`src/rtl/psm_pkg.sv`:
```
package psm_pkg;
    localparam int CNT_W = 16;
    typedef enum logic [0:0] {
        ST_IDLE = 1'b0,
        ST_RUN  = 1'b1
    } psm_state_e;
endpackage

```
`src/rtl/psm_edge_detect.sv`:
```
module psm_edge_detect (
    input  logic clk,
    input  logic rst_n,
    input  logic sig_in,
    output logic rise
);
    logic prev_q;

    always_ff @(posedge clk or negedge rst_n) begin
        if (!rst_n) prev_q <= 1'b0;
        else        prev_q <= sig_in;
    end

    assign rise = sig_in & ~prev_q;
endmodule

```
`src/rtl/psm_window_timer.sv`:
```
module psm_window_timer #(
    parameter int W = 16
) (
    input  logic         clk,
    input  logic         rst_n,
    input  logic         clear,
    input  logic         load,
    input  logic         step,
    input  logic [W-1:0] load_val,
    output logic [W-1:0] remain,
    output logic         at_last
);
    localparam logic [W-1:0] ONE = {{(W-1){1'b0}}, 1'b1};

    logic [W-1:0] remain_q;

    always_ff @(posedge clk or negedge rst_n) begin
        if (!rst_n)     remain_q <= '0;
        else if (clear) remain_q <= '0;
        else if (load)  remain_q <= load_val;
        else if (step)  remain_q <= remain_q - ONE;
    end

    assign remain  = remain_q;
    assign at_last = (remain_q == ONE);
endmodule

```
`src/rtl/psm_speed_meter.sv`:
```
module psm_speed_meter
    import psm_pkg::*;
#(
    parameter int W = CNT_W
) (
    input  logic         clk,
    input  logic         rst_n,
    input  logic         enable,
    input  logic         pulse_in,
    input  logic         tick_ms,
    input  logic [W-1:0] window_ms,
    output logic [W-1:0] live_count,
    output logic [W-1:0] last_count,
    output logic [W-1:0] remain_ms,
    output logic         window_done
);
    localparam logic [W-1:0] CNT_MAX = {W{1'b1}};
    localparam logic [W-1:0] ONE     = {{(W-1){1'b0}}, 1'b1};

    psm_state_e state_q, state_d;
    logic         rise;
    logic         at_last;
    logic         win_end;
    logic         tmr_load, tmr_clear, tmr_step;
    logic [W-1:0] eff_window;
    logic [W-1:0] live_q, last_q;
    logic         done_q;

    psm_edge_detect u_edge (
        .clk    (clk),
        .rst_n  (rst_n),
        .sig_in (pulse_in),
        .rise   (rise)
    );

    assign eff_window = (window_ms == '0) ? ONE : window_ms;

    psm_window_timer #(.W(W)) u_timer (
        .clk      (clk),
        .rst_n    (rst_n),
        .clear    (tmr_clear),
        .load     (tmr_load),
        .step     (tmr_step),
        .load_val (eff_window),
        .remain   (remain_ms),
        .at_last  (at_last)
    );

    // State register
    always_ff @(posedge clk or negedge rst_n) begin
        if (!rst_n) state_q <= ST_IDLE;
        else        state_q <= state_d;
    end

    // Next state and timer control
    always_comb begin
        state_d   = state_q;
        win_end   = 1'b0;
        tmr_load  = 1'b0;
        tmr_clear = !enable;
        tmr_step  = 1'b0;
        unique case (state_q)
            ST_IDLE: begin
                if (enable) begin
                    state_d  = ST_RUN;
                    tmr_load = 1'b1;
                end
            end
            ST_RUN: begin
                if (!enable) begin
                    state_d = ST_IDLE;
                end else if (tick_ms) begin
                    win_end  = at_last;
                    tmr_load = at_last;
                    tmr_step = !at_last;
                end
            end
        endcase
    end

    // Outputs: counts and strobe
    always_ff @(posedge clk or negedge rst_n) begin
        if (!rst_n) begin
            live_q <= '0;
            last_q <= '0;
            done_q <= 1'b0;
        end else begin
            done_q <= 1'b0;
            unique case (state_q)
                ST_IDLE: live_q <= '0;
                ST_RUN: begin
                    if (!enable) begin
                        live_q <= '0;
                    end else if (win_end) begin
                        last_q <= live_q;
                        done_q <= 1'b1;
                        live_q <= rise ? ONE : '0;
                    end else if (rise && live_q != CNT_MAX) begin
                        live_q <= live_q + ONE;
                    end
                end
            endcase
        end
    end

    assign live_count  = live_q;
    assign last_count  = last_q;
    assign window_done = done_q;
endmodule

```
`config.mk`:
```
export PLATFORM = sky130hd
export DESIGN_NAME = psm_speed_meter
export DESIGN_NICKNAME = d
export VERILOG_FILES = /design/src/rtl/psm_pkg.sv /design/src/rtl/psm_edge_detect.sv /design/src/rtl/psm_window_timer.sv /design/src/rtl/psm_speed_meter.sv
export SDC_FILE = /design/constraint.sdc
export NUM_CORES = 1
export LEC_CHECK = 0
export BUFFER_PORTS_ARGS = -buffer_cell sky130_fd_sc_hd__buf_2
export CORE_MARGIN = 2
export CORE_UTILIZATION = 57
export CTS_CLUSTER_SIZE = 8
export DETAILED_ROUTE_END_ITERATION = 8
export GPL_ROUTABILITY_DRIVEN = 1
export GPL_TIMING_DRIVEN = 1
export HOLD_SLACK_MARGIN = 0.08
export PLACE_DENSITY = 0.82
export REMOVE_ABC_BUFFERS = 1
export SYNTH_ARGS = -nofsm -noshare
export SYNTH_HDL_FRONTEND = slang
export SYNTH_HIERARCHICAL = 1
export SYNTH_SLANG_ARGS = --single-unit
export TNS_END_PERCENT = 1
```
`constraint.sdc`:
```
create_clock -name clk -period 4.79 [get_ports clk]
set_input_delay 0.2395 -clock clk [delete_from_list [all_inputs] [get_ports clk]]
set_output_delay 0.2395 -clock clk [all_outputs]
set_load 0.03 [all_outputs]
```
Yosys cells after proc, flatten, opt, wreduce, memory -nomap -nowiden:

Index checks and enable logic that the tools add are counted.

* output and inout bits: 49
* flip-flop bits (word level): 51
* logic and storage cells: 39
* input port bits: 21

* muxes and demuxes: 20
* add/subtract/negate cells: 2
* equality and inequality tests: 4
* bitwise gates (word level): 3
* reductions and logical operators: 4

Operators by type and width (number)
* two-way mux 16 bit: 7
* one-hot mux 16 bit (2 select lines): 1
* adder 16 x 1 -> 16 bit (second input constant): 1
* equality test 16 x 1 -> 1 bit (second input constant): 1
* logical NOT 16 bit: 1
* != test 16 bit (second input constant): 1
* subtractor 16 x 1 -> 16 bit (second input constant): 1
* two-way mux 1 bit: 11
* != test 4 x 2 -> 1 bit (second input constant): 1
* != test 3 x 1 -> 1 bit (second input constant): 1
* AND reduction 3 bit: 1
* NOT 1 bit: 2
* one-hot mux 1 bit (2 select lines): 1
* bitwise AND 1 bit: 1
* logical AND 1 bit: 1
* logical NOT 1 bit: 1

Logic depth before layout (Yosys ltp):

Gate-level depths: netlist of the first run.

* depth in word-level cells: 8
* gate-level depth with buffers: 12
* depth with buffers taken out: 9

Cells and area by module:

The synthesis of the first run kept the hierarchy.

Modules (own cells, without submodules)
* psm_speed_meter: area an instance 1669.1 µm², cells an instance 193, instances 1, sequential area each 850.8 µm²
* psm_window_timer: area an instance 974.7 µm², cells an instance 105, instances 1, sequential area each 400.4 µm²
* psm_edge_detect: area an instance 38.8 µm², cells an instance 2, instances 1, sequential area each 25.0 µm²

Worst setup path before layout of the first run:

No wires, ideal clock.

* path type: register to register
* start: register u_timer.remain_q[10] (netlist: u_timer/remain[10])
* end: register u_timer.remain_q[13] (netlist: u_timer/remain[13])
* path slack: 1685 ps
* buffers on the path: 2
* period minus slack after synthesis: 3105 ps
* setup time: 125 ps
* data arrival time: 2980 ps
* stages on the path, launching flop included: 11
* data required time: 4665 ps
* cell sequence: dfrtp_1 or4_1 nand2b_1 nor3_1 nand4_1 clkbuf_1 o21ai_0 clkbuf_1 clkinv_1 and4_2 a2111oi_0

* cells in the longest elaborated chain, start to end: 6
* elaborated cells between the ends (all ways): 13
* those cells by class: add/sub: 1; eq/ne: 2; mux: 9; reduce/logical: 1

RTL lines
* from (decl): line psm_window_timer.sv:15 `logic [W-1:0] remain_q;`
* from (signal assigned): line psm_window_timer.sv:20 `else if (load) remain_q <= load_val;`
* from (signal assigned): line psm_window_timer.sv:21 `else if (step) remain_q <= remain_q - ONE;`
* equality test 16 x 1 -> 1 bit (*): line psm_window_timer.sv:25 `assign at_last = (remain_q == ONE);`
* named net at_last: line psm_speed_meter.sv:22 `logic at_last;`
* two-way mux 1 bit (*): line psm_speed_meter.sv:72 `end else if (tick_ms) begin`
* two-way mux 1 bit (*): line psm_speed_meter.sv:70 `if (!enable) begin`
* one-hot mux 1 bit (2 select lines) (*): line psm_speed_meter.sv:62 `unique case (state_q)`
* named net tmr_load: line psm_speed_meter.sv:24 `logic tmr_load, tmr_clear, tmr_step;`
* two-way mux 16 bit: line psm_window_timer.sv:20
* two-way mux 16 bit: line psm_window_timer.sv:19 `else if (clear) remain_q <= '0;`

Mark *: on every way through the listed nets, which the timed path passes. The rest lies on a longest branch. The select of a mux whose other input is x is not followed.
A chain may end at the register's enable or synchronous reset.

Final worst setup path of the first run:

* start: register u_timer.remain_q[9] (netlist: u_timer/remain[9])
* end: register u_timer.remain_q[13] (netlist: u_timer/remain[13])

Same word-level chain as after synthesis.

==> results of run 1 <==
-- power groups by stage --
stage / Clock [mW] / Sequential (mW) / Combinational (mW)
after floorplan: 0 / 0.485 / 0.0536
after global placement: 0 / 0.464 / 0.119
after detailed placement: 0 / 0.465 / 0.121
after CTS: 0.300 / 0.457 / 0.123
after global routing: 0.313 / 0.459 / 0.134
final: 0.297 / 0.457 / 0.123
-- cell families after synthesis --
family,Yosys count,share of synthesized area
simple gates,139,0.262
xor+xnor,10,0.0327
fa+ha+maj,3,0.0140
mux,2,0.00746
flops,51,0.476
compound gates,57,0.150
buf+inv,38,0.0583
-- per-layer routing --
metal / global-route usage / share of wire / vias to the layer above
met4: 0.0782 / 0.010 / 0
li1: - / - / 1164
met2: 0.398 / 0.47 / 73
met5: 0 / 0 / -
met1: 0.379 / 0.47 / 1151
met3: 0.0401 / 0.044 / 7
-- Yosys cell counts, types with 2 or more instances --
cell,instances,area [µm²]
nand2_1,66,248
dfrtp_1,51,1280
clkbuf_1,22,82.6
nor2_1,17,63.8
a21oi_1,14,70.1
nor4_1,12,75.1
o21ai_0,11,55.1
a211oi_1,10,75.1
inv_1,9,33.8
nor3_1,8,40.0
xnor2_1,8,70.1
nand3_1,6,30.0
or3_1,5,31.3
or4_1,5,37.5
a311oi_1,4,35.0
nand4_1,4,25.0
o31ai_1,4,30.0
ha_1,3,37.5
a2111oi_0,2,17.5
clkinv_1,2,7.51
mux2i_1,2,20.0
o21a_1,2,15.0
xor2_1,2,17.5
-- worst max-delay path by stage --
| stage | cells past startpoint | start | endpoint |
|---|---|---|---|
| after global routing | 8 | u_timer/remain[9]$_DFFE_PN0P_ | u_timer/remain[14]$_DFFE_PN0P_ |
| after floorplan | 8 | u_timer/remain[10]$_DFFE_PN0P_ | u_timer/remain[13]$_DFFE_PN0P_ |
| after global placement | 8 | u_timer/remain[10]$_DFFE_PN0P_ | u_timer/remain[13]$_DFFE_PN0P_ |
| after detailed placement | 8 | u_timer/remain[9]$_DFFE_PN0P_ | u_timer/remain[13]$_DFFE_PN0P_ |
| after CTS | 8 | u_timer/remain[9]$_DFFE_PN0P_ | u_timer/remain[13]$_DFFE_PN0P_ |
| final | 8 | u_timer/remain[9]$_DFFE_PN0P_ | u_timer/remain[13]$_DFFE_PN0P_ |
-- sequential cells by signal (all words and copies together), names as in the netlist --
name            cells
live_count         16
u_timer/remain     16
state_q             1
last_count         16
u_edge/prev_q       1
window_done         1
-- critical path: stages, from the launching register on --
cell	delay (ps)
dfrtp_1	430
or4_1	610
nand2b_1	230
nor3_1	280
nand4_1	150
o21ai_0	370
clkinv_1	870
and4_2	450
a2111oi_0	340
-- repair_timing --
action	CTS	global route
endpoints found under the hold margin	52	0
gates resized for setup	0	0
hold buffers	2	0
-- per-stage QoR --
stage | hold slack (ps) | util | total power, mW | worst slack [ps]
final | 127 | 0.702 | 0.876 | 951
after CTS | 117 | 0.702 | 0.879 | 1050
after floorplan | -56.1 | - | 0.538 | 887
after global routing | 115 | 0.702 | 0.906 | 690
after detailed placement | 365 | 0.673 | 0.586 | 1080
after global placement | 367 | 0.673 | 0.583 | 1230
-- cell type report --
type | instances | area, µm²
fill | 364 | 1330
sequential | 51 | 1280
multi-input combinational | 211 | 1250
timing repair buffer | 73 | 380
clock buffer | 5 | 68.8
tap | 52 | 65.1
inverter | 11 | 41.3
clock inverter | 2 | 37.5
==> flow_summary.ini, run 1 <==
[setup_path]
arrival_ps = 4020
worstRegToRegCells = 8
r2r_end = u_timer/remain[13]$_DFFE_PN0P_
r2r_start = u_timer/remain[9]$_DFFE_PN0P_
start_kind = flop
worstPathRequired_ps = 4980
worstSetupPathType = reg2reg
cp-end-kind = flop
rrSetupSlack_ps = 950
cp_max_fo = 26

[pwr]
p_sw_frac = 0.274
comb_power_share = 0.140
clkPwrFrac = 0.339
power.internal_mw = 0.636
p_leak_nw = 1.52
worst_ir_drop_vdd_mv = 0.184
sequentialPowerShare = 0.521
powerDensity_nw_per_um2 = 281
p_switching_mw = 0.240

[hold_path]
min_path_type = in2reg
hold_path_end = state_q$_DFF_PN0_
min_delay_path_depth = 1
min_from = enable

[routing]
ant_nets = 0
first_pass_iters = 4
drt-vias-per-instance = 5.91
wl_per_cell_um = 15.9
vias = 2395
drt-total-wl_um = 6450
drtIter0Drc = 150
drc_errors = 0

[global_route]
grt_max_degree = 52
antenna_found_initial = 0
grt_pass1_wl_um = 10600
overflow = 0
grt_pass1_vias = 2236
grt_usage = 0.258

[die]
chipHeight_um = 72.6
die_w_um = 72.6
start_util = 0.604
rows = 24
dieArea_um2 = 5270
core-area_um2 = 4440
ios = 70

[finish]
layout_common_cells = buf_2, nand2_1, dfrtp_1
drive_gt1_frac = 0.255
layout.nets = 377
antennaDiodeCount = 0
layoutNonFillerInstCount = 405
final_area_um2 = 3120
syn2layout_area_growth_pct = 16.3
layout_commonest_cell = buf_2

[logic_synthesis]
ys_types = 54
syn_area_um2 = 2680
ys_async_sr_fraction = 1.00
synthesis.instances = 300
synth_edf_count = 0
ys_seq_area_frac = 0.476
synth_seq_cells = 51
yosysWarnings = 6
avgSynthCellArea_um2 = 8.94
synthFlopType = dfrtp_1

[timing]
setup_viol = 0
fin_tns_setup_ps = 0
finalMaxSlewViolations = 0
period_share = 0.802
rsz0062_at_grt = no
hold_viol = 0
finClkSkew_ps = 7.58
max_freq_mhz = 260
finalWorstPathRequiredPeriod_ps = 3840
tightest_slew_ps = 912
slew_headroom = 0.386

[clocking]
htree_levels = 2
cts_root_buffer = clkbuf_8
tritoncts = done
cts_setup_buffers = 0
clk_pin_slew_ps = 90
clock_latency_ps = 310
clkSinkCount = 51
cts_made_buffers = 5
cts_max_path_buffers = 2

[place]
gp_congestion = 0.829
portBuffers = 69
dp_cells = 396
placed_cell_area_um2 = 2990
place_hpwl_um = 4560

[status]
run_status = complete, no violations

[flow_run]
maxCapViolCount = 0
(Power assumes the default switching activity.)
==> run 2: changes to the inputs <==
--- a/config.mk
+++ b/config.mk
@@ -7,13 +7,13 @@
 export LEC_CHECK = 0
 export BUFFER_PORTS_ARGS = -buffer_cell sky130_fd_sc_hd__buf_2
 export CORE_MARGIN = 2
-export CORE_UTILIZATION = 57
+export CORE_UTILIZATION = 53
 export CTS_CLUSTER_SIZE = 8
 export DETAILED_ROUTE_END_ITERATION = 8
 export GPL_ROUTABILITY_DRIVEN = 1
 export GPL_TIMING_DRIVEN = 1
 export HOLD_SLACK_MARGIN = 0.08
-export PLACE_DENSITY = 0.82
+export PLACE_DENSITY = 0.77
 export REMOVE_ABC_BUFFERS = 1
 export SYNTH_ARGS = -nofsm -noshare
 export SYNTH_HDL_FRONTEND = slang
==> constraint.sdc (replaced) <==
create_clock -name clk -period 3.7 [get_ports clk]
set_input_delay 0.185 -clock clk [delete_from_list [all_inputs] [get_ports clk]]
set_output_delay 0.185 -clock clk [all_outputs]
set_load 0.03 [all_outputs]
==> run 2 against run 1 <==
Compared with the run above: flip-flop and latch count unchanged; worst hold slack improved by 7.0 ps; non-clock buffer count increased by 3; largest cell class unchanged; maximum frequency increased by 24%; register-to-register slack got worse by 360 ps; critical path depth increased by 1; critical path type unchanged; global-route usage decreased by 2.1 points; worst setup slack got worse by 360 ps; sequential power increased by 30%; first-iteration DRC count increased by 36%.
==> flow_summary.ini, run 2 (synthesized netlist as in run 1, its figures left out) <==
[pwr]
worst_ir_drop_vdd_mv = 0.209
p_leak_nw = 1.53
powerDensity_nw_per_um2 = 349

[routing]
drtIter0Drc = 204
first_pass_iters = 5
ant_nets = 0
wl_per_cell_um = 14.7
drt-vias-per-instance = 5.58
drc_errors = 0
vias = 2366
drt-total-wl_um = 6250

[global_route]
grt_usage = 0.237
grt_pass1_vias = 2186
overflow = 0
grt_max_degree = 52
grt_pass1_wl_um = 10200
antenna_found_initial = 0

[setup_path]
max_stage_delay_ps = 600
cp_max_fo = 16
start_kind = flop
arrival_ps = 3280
worstPathRequired_ps = 3870
slowest_stage = or4_1
cp-end-kind = flop
rrSetupSlack_ps = 590
worstSetupPathType = reg2reg
crit_buf_inv = 2
crit_path_cell_trace = or4_1 > nand2b_1 > nor3_1 > nand4_1 > o21ai_0 > buf_4 > clkinv_1 > and4_2 > a2111oi_0
cp_top_family = simple AND/OR/NAND/NOR gates

[place]
post-place-ws_ps = 651
place_hpwl_um = 4430
gp_congestion = 0.852
portBuffers = 69

[timing]
max_freq_mhz = 322
slew_headroom = 0.399
worst_slack_ps = 595
finalMaxSlewViolations = 0
finClkSkew_ps = 7.87
holdWs_ps = 134
fin_tns_setup_ps = 0
rsz0062_at_grt = no
hold_viol = 0
period_share = 0.839
finalWorstPathRequiredPeriod_ps = 3110
setup_viol = 0
tightest_slew_ps = 898

[finish]
finish.utilization = 0.656
layout.nets = 380
layout_commonest_cell = buf_2
layout_common_cells = buf_2, nand2_1, dfrtp_1
syn2layout_area_growth_pct = 17.8
drive_gt1_frac = 0.261
antennaDiodeCount = 0

[clocking]
tritoncts = done
cts_max_path_buffers = 2
clock_latency_ps = 300
cts_root_buffer = clkbuf_8
cts_made_buffers = 5
clk_pin_slew_ps = 90
htree_levels = 2
clkSinkCount = 51

[die]
core-area_um2 = 4820
start_util = 0.557
die_w_um = 75.1
dieArea_um2 = 5650
chipHeight_um = 75.1
ios = 70
rows = 25

[status]
run_status = complete, no violations

[hold_path]
min_path_type = in2reg

[flow_run]
maxCapViolCount = 0
run 2: cell types whose count changed in the layout (fill, tap and decap cells not counted):
| cell | delta |
|---|---|
| buf_4 | +2 |
| bufinv_16 | -1 |
| clkbuf_8 | +2 |
| dlygate4sd3_1 | +1 |
run 2: power by group:
group | internal, mW | switching (mW)
logic | 0.0558 | 0.105
clock network | 0.170 | 0.181
registers | 0.572 | 0.0203
run 2: final timing paths:
path	startpoint	endpoint	depth (start not counted)
worst max-delay path	u_timer/remain[10]$_DFFE_PN0P_	u_timer/remain[13]$_DFFE_PN0P_	9
worst min-delay path	window_ms[2]	u_timer/remain[2]$_DFFE_PN0P_	3
worst max register to register	u_timer/remain[10]$_DFFE_PN0P_	u_timer/remain[13]$_DFFE_PN0P_	9
worst min register to register	last_count[12]$_DFFE_PN0P_	last_count[12]$_DFFE_PN0P_	2
max in group asynchronous	rst_n	u_timer/remain[14]$_DFFE_PN0P_	3
min in group asynchronous	rst_n	u_timer/remain[8]$_DFFE_PN0P_	3
run 2: area by class of cell:
class | instances | area (µm²)
Fill cell | 445 | 1660
Sequential cell | 51 | 1280
Multi-Input combinational cell | 211 | 1250
Timing Repair Buffer | 76 | 405
Clock buffer | 7 | 96.3
Tap cell | 67 | 83.8
Inverter | 11 | 41.3
Clock inverter | 1 | 7.51
run 2: repair_timing:
action	in CTS	in global routing
gates resized for setup	0	0
hold buffers	3	0
endpoints found under the hold margin	53	0
setup buffers	0	0
run 2: per-stage QoR:
| stage | power (mW) | instance area (µm²) | instances |
|---|---|---|---|
| after detailed placement | 0.760 | 3030 | 413 |
| after global routing | 1.15 | 3160 | 424 |
| after CTS | 1.11 | 3160 | 424 |
| after global placement | 0.758 | 3030 | 413 |
| final | 1.10 | 3160 | 424 |
| after floorplan | 0.697 | 2570 | 273 |
run 2: metal layers:
layer	vias to the layer above	global-route usage	wire (µm)
li1	1166	-	-
met5	-	0	0
met4	0	0.0565	48
met2	82	0.372	2910
met3	5	0.0469	365
met1	1113	0.340	2920
run 2: tightest hold or removal path, stage by stage:
cell	delay (ps)
buf_2	110
nand2_1	60
a21oi_1	50
==> run 3: changes to the inputs <==
--- a/config.mk
+++ b/config.mk
@@ -5,9 +5,10 @@
 export SDC_FILE = /design/constraint.sdc
 export NUM_CORES = 1
 export LEC_CHECK = 0
+export ABC_AREA = 1
 export BUFFER_PORTS_ARGS = -buffer_cell sky130_fd_sc_hd__buf_2
 export CORE_MARGIN = 2
-export CORE_UTILIZATION = 53
+export CORE_UTILIZATION = 54
 export CTS_CLUSTER_SIZE = 8
 export DETAILED_ROUTE_END_ITERATION = 8
 export GPL_ROUTABILITY_DRIVEN = 1
==> constraint.sdc (replaced) <==
create_clock -name clk -period 3.2 [get_ports clk]
set_input_delay 0.16 -clock clk [delete_from_list [all_inputs] [get_ports clk]]
set_output_delay 0.16 -clock clk [all_outputs]
set_load 0.03 [all_outputs]
==> run 3 against run 2 <==
Compared with the run above: combinational power rose to 2.8 times the previous value; worst hold slack better by 17 ps; wire length up 17%; cell area up 13%; worst setup slack worse by 110 ps; flip-flop and latch count unchanged; critical path type unchanged; largest cell class is now multi-input combinational cells; largest power group unchanged.
==> flow_summary.ini, run 3 <==
[setup_path]
worstPathRequired_ps = 3400
rrSetupSlack_ps = 490
worstRegToRegCells = 12
cp-end-kind = flop
arrival_ps = 2920
start_kind = flop
r2r_start = u_timer/remain[7]$_DFFE_PN0P_
cp_max_fo = 30
r2r_end = u_timer/remain[8]$_DFFE_PN0P_
worstSetupPathType = reg2reg

[flow_run]
maxCapViolCount = 0

[clocking]
clock_latency_ps = 310
cts_root_buffer = clkbuf_8
cts_made_buffers = 5
cts_max_path_buffers = 2
clkSinkCount = 51
tritoncts = done
htree_levels = 2
ctsResizeCount = 0
cts_setup_buffers = 0
clk_pin_slew_ps = 100

[routing]
drtIter0Drc = 163
wl_per_cell_um = 12.6
ant_nets = 0
drc_errors = 0
first_pass_iters = 5
vias = 3052
drt-total-wl_um = 7330
drt-vias-per-instance = 5.23

[timing]
hold_viol = 0
period_share = 0.848
rsz0062_at_grt = no
fin_tns_setup_ps = 0
tightest_slew_ps = 679
slew_headroom = 0.543
worst_slack_ps = 487
finClkSkew_ps = 9.97
finalWorstPathRequiredPeriod_ps = 2710
holdWs_ps = 150
max_freq_mhz = 369
setup_viol = 0
finalMaxSlewViolations = 0

[logic_synthesis]
avgSynthCellArea_um2 = 6.82
ys_async_sr_fraction = 1.00
ys_seq_area_frac = 0.413
yosysMostFrequentCell = nand2_1
netlist.area_leader.share = 0.413
yosysTopAreaCell = dfrtp_1
synth_seq_cells = 51
ys_types = 28
synth_commonest_cells = nand2_1, nor2_1, dfrtp_1
yosysWarnings = 6
synthesis.instances = 453
synthTopCellsByArea = dfrtp_1, nand2_1, nor2_1, nand3_1, inv_1
synth_edf_count = 0
syn_area_um2 = 3090
synthFlopType = dfrtp_1

[hold_path]
hold_path_end = u_timer/remain[1]$_DFFE_PN0P_
min_delay_path_depth = 3
min_from = window_ms[1]
min_path_type = in2reg

[die]
ios = 70
dieArea_um2 = 6340
rows = 27
chipHeight_um = 79.6
core-area_um2 = 5510
die_w_um = 79.6
start_util = 0.561

[global_route]
grt_pass1_wl_um = 12400
overflow = 0
grtUsageMet1 = 0.316
use_met2 = 0.426
antenna_found_initial = 0
grt_util_met3 = 0.0351
grt_busiest_layer = met2
grt_usage = 0.245
grt_pass1_vias = 2746
grt_max_degree = 33

[place]
place_hpwl_um = 5460
portBuffers = 69
gp_congestion = 0.881
dp_cells = 573
post-place-ws_ps = 560
placed_cell_area_um2 = 3430

[finish]
drive_gt1_frac = 0.209
syn2layout_area_growth_pct = 15.2
layout.nets = 535
layout_commonest_cell = nand2_1
fillCellCount = 511
layoutNonFillerInstCount = 584
final_area_um2 = 3560
layout_common_cells = nand2_1, buf_2, nor2_1
antennaDiodeCount = 0

[pwr]
worst_ir_drop_vdd_mv = 0.263
powerDensity_nw_per_um2 = 433
p_leak_nw = 1.93

[status]
run_status = complete, no violations
## run 3: worst max-delay path by stage
stage          depth (start not counted)                     startpoint  slack, ps                        endpoint
2_1_floorplan                         10  u_timer/remain[7]$_DFFE_PN0P_        130   u_timer/remain[2]$_DFFE_PN0P_
3_3_place_gp                          11  u_timer/remain[7]$_DFFE_PN0P_        740   u_timer/remain[4]$_DFFE_PN0P_
3_5_place_dp                          12  u_timer/remain[7]$_DFFE_PN0P_        560  u_timer/remain[10]$_DFFE_PN0P_
4_1_cts                               12  u_timer/remain[7]$_DFFE_PN0P_        510  u_timer/remain[10]$_DFFE_PN0P_
5_1_grt                               12  u_timer/remain[8]$_DFFE_PN0P_        190   u_timer/remain[9]$_DFFE_PN0P_
6_report                              12  u_timer/remain[7]$_DFFE_PN0P_        490   u_timer/remain[8]$_DFFE_PN0P_
## run 3: timing repair
| item | in CTS | in global routing |
|---|---|---|
| endpoints found under the hold margin | 22 | 0 |
| hold buffers | 3 | 0 |
| endpoints found under the setup margin | 0 | 0 |
## run 3: power breakdown
group          switching, mW  internal, mW  total [mW]
Clock                  0.231         0.157       0.387
Sequential            0.0395         0.672       0.711
Combinational          0.298         0.144       0.443
## run 3: stage by stage
stage               total power [mW]   util
floorplan                       1.04      -
global placement                1.16  0.623
detailed placement              1.16  0.623
CTS                             1.55  0.646
global route                    1.63  0.646
finish                          1.54  0.646
## run 3: per-layer routing
metal,share of wire,routed length (µm)
met2,0.49,3590
met4,0.016,116
met3,0.053,392
met5,0,0
met1,0.44,3240
## run 3: cell families (layout without fill, tap and decap cells)
logic type,Yosys count,after routing,share of synthesized area
flops,51,51,0.413
buf+inv,67,126,0.0875
simple gates,278,278,0.387
compound gates,52,52,0.0940
xor+xnor,2,2,0.00567
fa+ha+maj,3,3,0.0122
## run 3: area by class of cell
| class | instances | area (µm²) | area share |
|---|---|---|---|
| clock inverter | 3 | 23.8 | 0.00669 |
| multi-input combinational | 335 | 1540 | 0.433 |
| inverter | 44 | 165 | 0.0464 |
| timing repair buffer | 74 | 390 | 0.110 |
| sequential | 51 | 1280 | 0.359 |
| clock buffer | 5 | 68.8 | 0.0194 |
| tap | 72 | 90.1 | 0.0253 |
## run 3: worst max-delay path, cell delays in order, from the launching register on
cell,delay (ps)
dfrtp_1,450
nor2_1,160
nand2_1,90
inv_1,100
nand3_1,70
nor3_1,390
nand3_1,210
o21ai_0,320
inv_2,400
nor2_1,190
nor2_1,80
nand2_1,90
nand2_1,50
